<file path="config.mk">
export PLATFORM = sky130hd
export DESIGN_NAME = mosaic_gain_steer
export DESIGN_NICKNAME = d
export VERILOG_FILES = /design/src/rtl/steer_pkg.sv /design/src/rtl/steer_ctrl.sv /design/src/rtl/steer_datapath.sv /design/src/rtl/mosaic_gain_steer.sv
export SDC_FILE = /design/constraint.sdc
export NUM_CORES = 1
export LEC_CHECK = 0
export CORE_MARGIN = 8
export CORE_UTILIZATION = 55
export CTS_BUF_LIST = sky130_fd_sc_hd__clkbuf_8
export CTS_CLUSTER_DIAMETER = 40
export CTS_CLUSTER_SIZE = 8
export DETAILED_ROUTE_END_ITERATION = 16
export DONT_BUFFER_PORTS = 1
export PLACE_DENSITY = 0.7
export SETUP_SLACK_MARGIN = 0.02
export SYNTH_ARGS = -nofsm -noshare
export SYNTH_HDL_FRONTEND = slang
export SYNTH_SLANG_ARGS = --single-unit
</file>
<file path="constraint.sdc">
create_clock -name clk -period 2.8 [get_ports clk]
set_clock_uncertainty 0.05 [all_clocks]
set_input_delay 0.56 -clock clk [delete_from_list [all_inputs] [get_ports clk]]
set_output_delay 0.56 -clock clk [all_outputs]
set_load 0.02 [all_outputs]
</file>
<file path="src/rtl/steer_pkg.sv">
package steer_pkg;

  localparam int IDX_W = 2;

  typedef enum logic {
    MODE_MOSAIC = 1'b0,
    MODE_STRIPE = 1'b1
  } steer_mode_e;

  // Strobes from control to datapath; each valid for one clock.
  typedef struct packed {
    logic vdRestart;    // frame restart of the pattern
    logic lineRestart;  // delayed horizontal counter restart
  } steer_ctl_t;

endpackage

</file>
<file path="src/rtl/steer_ctrl.sv">
module steer_ctrl
  import steer_pkg::*;
#(
  parameter int HD_DELAY = 6  // rising edges from line sync fall to restart (>= 3)
) (
  input  logic       clk,
  input  logic       rstN,
  input  logic       vdN,
  input  logic       hdN,
  output steer_ctl_t ctl
);

  localparam int DLY_W = $clog2(HD_DELAY);
  localparam logic [DLY_W-1:0] DLY_LOAD = DLY_W'(HD_DELAY - 2);
  localparam logic [DLY_W-1:0] DLY_FIRE = DLY_W'(1);

  logic [1:0] vdSync;
  logic [1:0] hdSync;
  logic       vdFall;
  logic       hdFall;
  logic       hdStart;
  logic       dlyFire;
  logic [DLY_W-1:0] dlyCnt;

  always_ff @(posedge clk or negedge rstN) begin
    if (!rstN) begin
      vdSync <= 2'b11;
      hdSync <= 2'b11;
    end else begin
      vdSync <= {vdSync[0], vdN};
      hdSync <= {hdSync[0], hdN};
    end
  end

  assign vdFall  = vdSync[1] & ~vdSync[0];
  assign hdFall  = hdSync[1] & ~hdSync[0];
  assign hdStart = hdFall & ~vdFall;
  assign dlyFire = (dlyCnt == DLY_FIRE);

  always_ff @(posedge clk or negedge rstN) begin
    if (!rstN) begin
      dlyCnt <= '0;
    end else if (vdFall) begin
      dlyCnt <= '0;
    end else if (hdStart) begin
      dlyCnt <= DLY_LOAD;
    end else if (dlyCnt != '0) begin
      dlyCnt <= dlyCnt - DLY_FIRE;
    end
  end

  always_comb begin
    ctl.vdRestart   = vdFall;
    ctl.lineRestart = dlyFire & ~vdFall;
  end

endmodule

</file>
<file path="src/rtl/steer_datapath.sv">
module steer_datapath
  import steer_pkg::*;
#(
  parameter int GAIN_W = 10
) (
  input  logic              clk,
  input  logic              rstN,
  input  logic              modeStripe,
  input  steer_ctl_t        ctl,
  input  logic [GAIN_W-1:0] gain0,
  input  logic [GAIN_W-1:0] gain1,
  input  logic [GAIN_W-1:0] gain2,
  input  logic [GAIN_W-1:0] gain3,
  output logic [IDX_W-1:0]  gainIdx,
  output logic [GAIN_W-1:0] gainWord
);

  localparam int NUM_GAIN = 1 << IDX_W;
  localparam logic [1:0] STRIPE_LAST = 2'd2;

  logic [GAIN_W-1:0] gainArr [NUM_GAIN];
  logic              lineOdd, lineOddNext;
  logic [1:0]        pixCnt, pixCntNext;
  logic [IDX_W-1:0]  idxNext;
  steer_mode_e       mode;

  assign gainArr[0] = gain0;
  assign gainArr[1] = gain1;
  assign gainArr[2] = gain2;
  assign gainArr[3] = gain3;
  assign mode = steer_mode_e'(modeStripe);

  always_comb begin
    lineOddNext = lineOdd;
    pixCntNext  = pixCnt;
    if (ctl.vdRestart) begin
      lineOddNext = 1'b0;
      pixCntNext  = 2'd0;
    end else if (ctl.lineRestart) begin
      pixCntNext = 2'd0;
      if (mode == MODE_MOSAIC) lineOddNext = ~lineOdd;
    end else if (mode == MODE_STRIPE) begin
      pixCntNext = (pixCnt >= STRIPE_LAST) ? 2'd0 : pixCnt + 2'd1;
    end else begin
      pixCntNext = {1'b0, ~pixCnt[0]};
    end
    idxNext = (mode == MODE_STRIPE) ? pixCntNext : {lineOddNext, pixCntNext[0]};
  end

  always_ff @(posedge clk or negedge rstN) begin
    if (!rstN) begin
      lineOdd  <= 1'b0;
      pixCnt   <= 2'd0;
      gainIdx  <= '0;
      gainWord <= '0;
    end else begin
      lineOdd  <= lineOddNext;
      pixCnt   <= pixCntNext;
      gainIdx  <= idxNext;
      gainWord <= gainArr[gainIdx];
    end
  end

endmodule

</file>
<file path="src/rtl/mosaic_gain_steer.sv">
module mosaic_gain_steer
  import steer_pkg::*;
#(
  parameter int GAIN_W   = 10,
  parameter int HD_DELAY = 6
) (
  input  logic              clk,
  input  logic              rstN,
  input  logic              vdN,
  input  logic              hdN,
  input  logic              modeStripe,
  input  logic [GAIN_W-1:0] gain0,
  input  logic [GAIN_W-1:0] gain1,
  input  logic [GAIN_W-1:0] gain2,
  input  logic [GAIN_W-1:0] gain3,
  output logic [1:0]        gainIdx,
  output logic [GAIN_W-1:0] gainWord
);

  steer_ctl_t ctl;

  steer_ctrl #(.HD_DELAY(HD_DELAY)) i_ctrl (
    .clk  (clk),
    .rstN (rstN),
    .vdN  (vdN),
    .hdN  (hdN),
    .ctl  (ctl)
  );

  steer_datapath #(.GAIN_W(GAIN_W)) i_dp (
    .clk        (clk),
    .rstN       (rstN),
    .modeStripe (modeStripe),
    .ctl        (ctl),
    .gain0      (gain0),
    .gain1      (gain1),
    .gain2      (gain2),
    .gain3      (gain3),
    .gainIdx    (gainIdx),
    .gainWord   (gainWord)
  );

endmodule

</file>
==> run metrics <==
gate count after technology mapping=62; via count of the first global-routing pass=614; count of endpoints failing hold in the final timing report=0; Post-synth top cells=sky130_fd_sc_hd__dfrtp_1, sky130_fd_sc_hd__mux4_2, sky130_fd_sc_hd__dfstp_2; clk root buf=sky130_fd_sc_hd__clkbuf_8; Total Routing Usage GR=0.134; total global routing overflow=0; mean routed wirelength per cell=24.9 um; final RePlAce weighted congestion=0.702; Residual DRC=0; standard cell core area=0.00169 sq mm; run status=complete, no violations; count of pins on the block boundary=57; cell with the most instances after synthesis=sky130_fd_sc_hd__dfrtp_1; height of the die=58.0 um; iteration count of the initial detailed-routing pass=2; type of the worst setup path=flip-flop to output port; DR iter-0 viols=7; number of fill cells in the layout=130; number of maximum-capacitance violations=0; met1 layer wirelength in the final routing=660 um; post-layout min period=1.73 ns; Post-synth EDFFs=0; setup_tns=0 ns; Sw Ratio=0.374; capturing element type of the critical path=output port; Worst EP required=2.19 ns; effective utilization at floorplan=0.573; leakage power of the design=0.422 nW; final max-slew violation count=0; buffer levels on the longest clock path=2; TritonCTS clock tree=done; wire length reported by the detailed router=2010 um; floorplan row count=15; part of the Yosys area used for sequential elements=0.548; WL met2=1040 um; synth unique cells=23; global-route wire length before repair=3250 um; diode insertion count for antenna repair=0; WP data arrival=1.12 ns; number of H-tree levels=1; Final Cycle Share=0.619; fraction of final layout cells sized beyond drive strength 1=0.281; die width=58.0 um; Fmax achieved=577 MHz; Startpoint Class=flip-flop; total met3 wirelength after detailed routing=268 um; largest net degree at the start of global routing=18; Cell Int Power=0.721 mW; maximum fanout along the worst path=13; setup repair after global routing missed its margin=no; clk_lat worst skew=0.26 ns; overall power=1.15 mW; vias per inst=6.72; Psw=0.431 mW; prevailing post-synth register cell=sky130_fd_sc_hd__dfrtp_1; average size of a mapped cell=15.6 sq um; cell accounting for the most synthesized area=sky130_fd_sc_hd__dfrtp_1; floorplan die area=0.00336 sq mm; post-synthesis async set-or-reset flop share=1.00; dpl ws=1.06 ns; number of buffer cells added on primary ports=0; number of nets in the layout=113; Net Count, Synth=110; post-cts gate resize count=0; post-synth top area share=0.439; antenna-violating nets left=0; register clock-pin slew on the reported worst setup and hold paths=0.07 ns; cell area power density=1130 mW/mm^2; top layer in use=met4; Worst IR Drop VDD=660 uV; share of power burned in registers=0.576; area added between synthesis and finish=5.43%; synth warn=0; clock network fraction of total power=0.165; routed via count=544; cell types with the largest area share after synthesis=sky130_fd_sc_hd__dfrtp_1, sky130_fd_sc_hd__mux4_2, sky130_fd_sc_hd__dfstp_2; post-route setup slack=1.07 ns; worst relative slew slack=0.469; FF+latch count, synth=21; combinational cell fraction of total power=0.259; number of clock buffers inserted by TritonCTS=3; placed wire-length estimate=1660 um; clk sinks=21; final setup violating endpoints=0; Post-Syn Area=968 sq um; number of antenna violations at the first check in global routing=0; actual transition at the worst max-transition pin=0.796 ns; worst hold path type=primary input to async pin
power by group through the flow:
stage          clock network, mW  registers, mW  logic (mW)
2_1_floorplan                  0          0.587       0.348
3_3_place_gp                   0          0.673       0.284
3_5_place_dp                   0          0.678       0.297
4_1_cts                    0.198          0.673       0.305
5_1_grt                    0.212          0.688       0.333
6_report                   0.190          0.664       0.299
metrics by stage:
| stage | utilization | std cells | instance area, sq um | hold slack, ns |
|---|---|---|---|---|
| final | 0.604 | 81 | 1020 | 0.0861 |
| after global placement | 0.572 | 76 | 966 | 0.215 |
| after floorplan | - | 62 | 968 | 0.214 |
| after global routing | 0.604 | 81 | 1020 | 0.0675 |
| after CTS | 0.604 | 81 | 1020 | 0.0786 |
| after detailed placement | 0.572 | 76 | 966 | 0.215 |
area by class of cell:
type	count	area [sq um]	share of cell area
Sequential cell	21	531	0.520
Multi-Input combinational cell	36	407	0.398
Clock buffer	3	41.3	0.0404
Tap cell	17	21.3	0.0208
Timing Repair Buffer	1	10.0	0.00980
Inverter	2	7.51	0.00735
Clock inverter	1	3.75	0.00368
cell families after synthesis:
family | synth area share
simple gates | 0.0917
fa+ha+maj | 0.0388
compound gates | 0.0375
mux | 0.243
buf+inv | 0.0323
xor+xnor | 0.00905
flops | 0.548
per-layer routing:
layer	GRT usage	vias up
met5	0	-
met4	0.0839	0
met3	0.0728	5
met2	0.212	39
met1	0.136	266
li1	-	234
path summary, 6_finish.rpt:
path	start	to	slack, ns	cells after the start
hold / removal	rstN	i_ctrl.vdSync[0]$_DFF_PN1_	0.09	0
min in group clk	vdN	i_ctrl.vdSync[0]$_DFF_PN1_	0.24	0
hold reg to reg	i_ctrl.hdSync[0]$_DFF_PN1_	i_ctrl.hdSync[1]$_DFF_PN1_	0.32	0
setup / recovery	i_dp.gainIdx[0]$_DFF_PN0_	gainIdx[0]	1.07	0
max in group asynchronous	rstN	i_dp.gainIdx[0]$_DFF_PN0_	1.47	1
setup reg to reg	i_dp.gainIdx[0]$_DFF_PN0_	i_dp.gainIdx[1]$_DFF_PN0_	1.11	3
cells in the final DEF, fill, tap and decap left out, drive strengths merged, types with 2 or more instances in the layout:
master / count
clkbuf: 3
inv: 3
dfstp: 4
ha: 3
nand2b: 4
nor2: 3
dfrtp: 17
a211oi: 2
mux4: 10
nand2: 3
a21oi: 2
flip-flops by register name, summed over array words and instances (netlist names):
name	flops
i_ctrl.vdSync	2
i_ctrl.dlyCnt	3
i_dp.pixCnt	1
i_dp.lineOdd	1
i_dp.gainIdx	2
i_ctrl.hdSync	2
i_dp.gainWord	10
what timing repair did:
item / 4_1_cts / 5_1_grt
hold buffers: 1 / 0
endpoints found under the hold margin: 17 / 0
setup buffers: 0 / 0
Note: power is estimated with default switching activity, not from simulation.
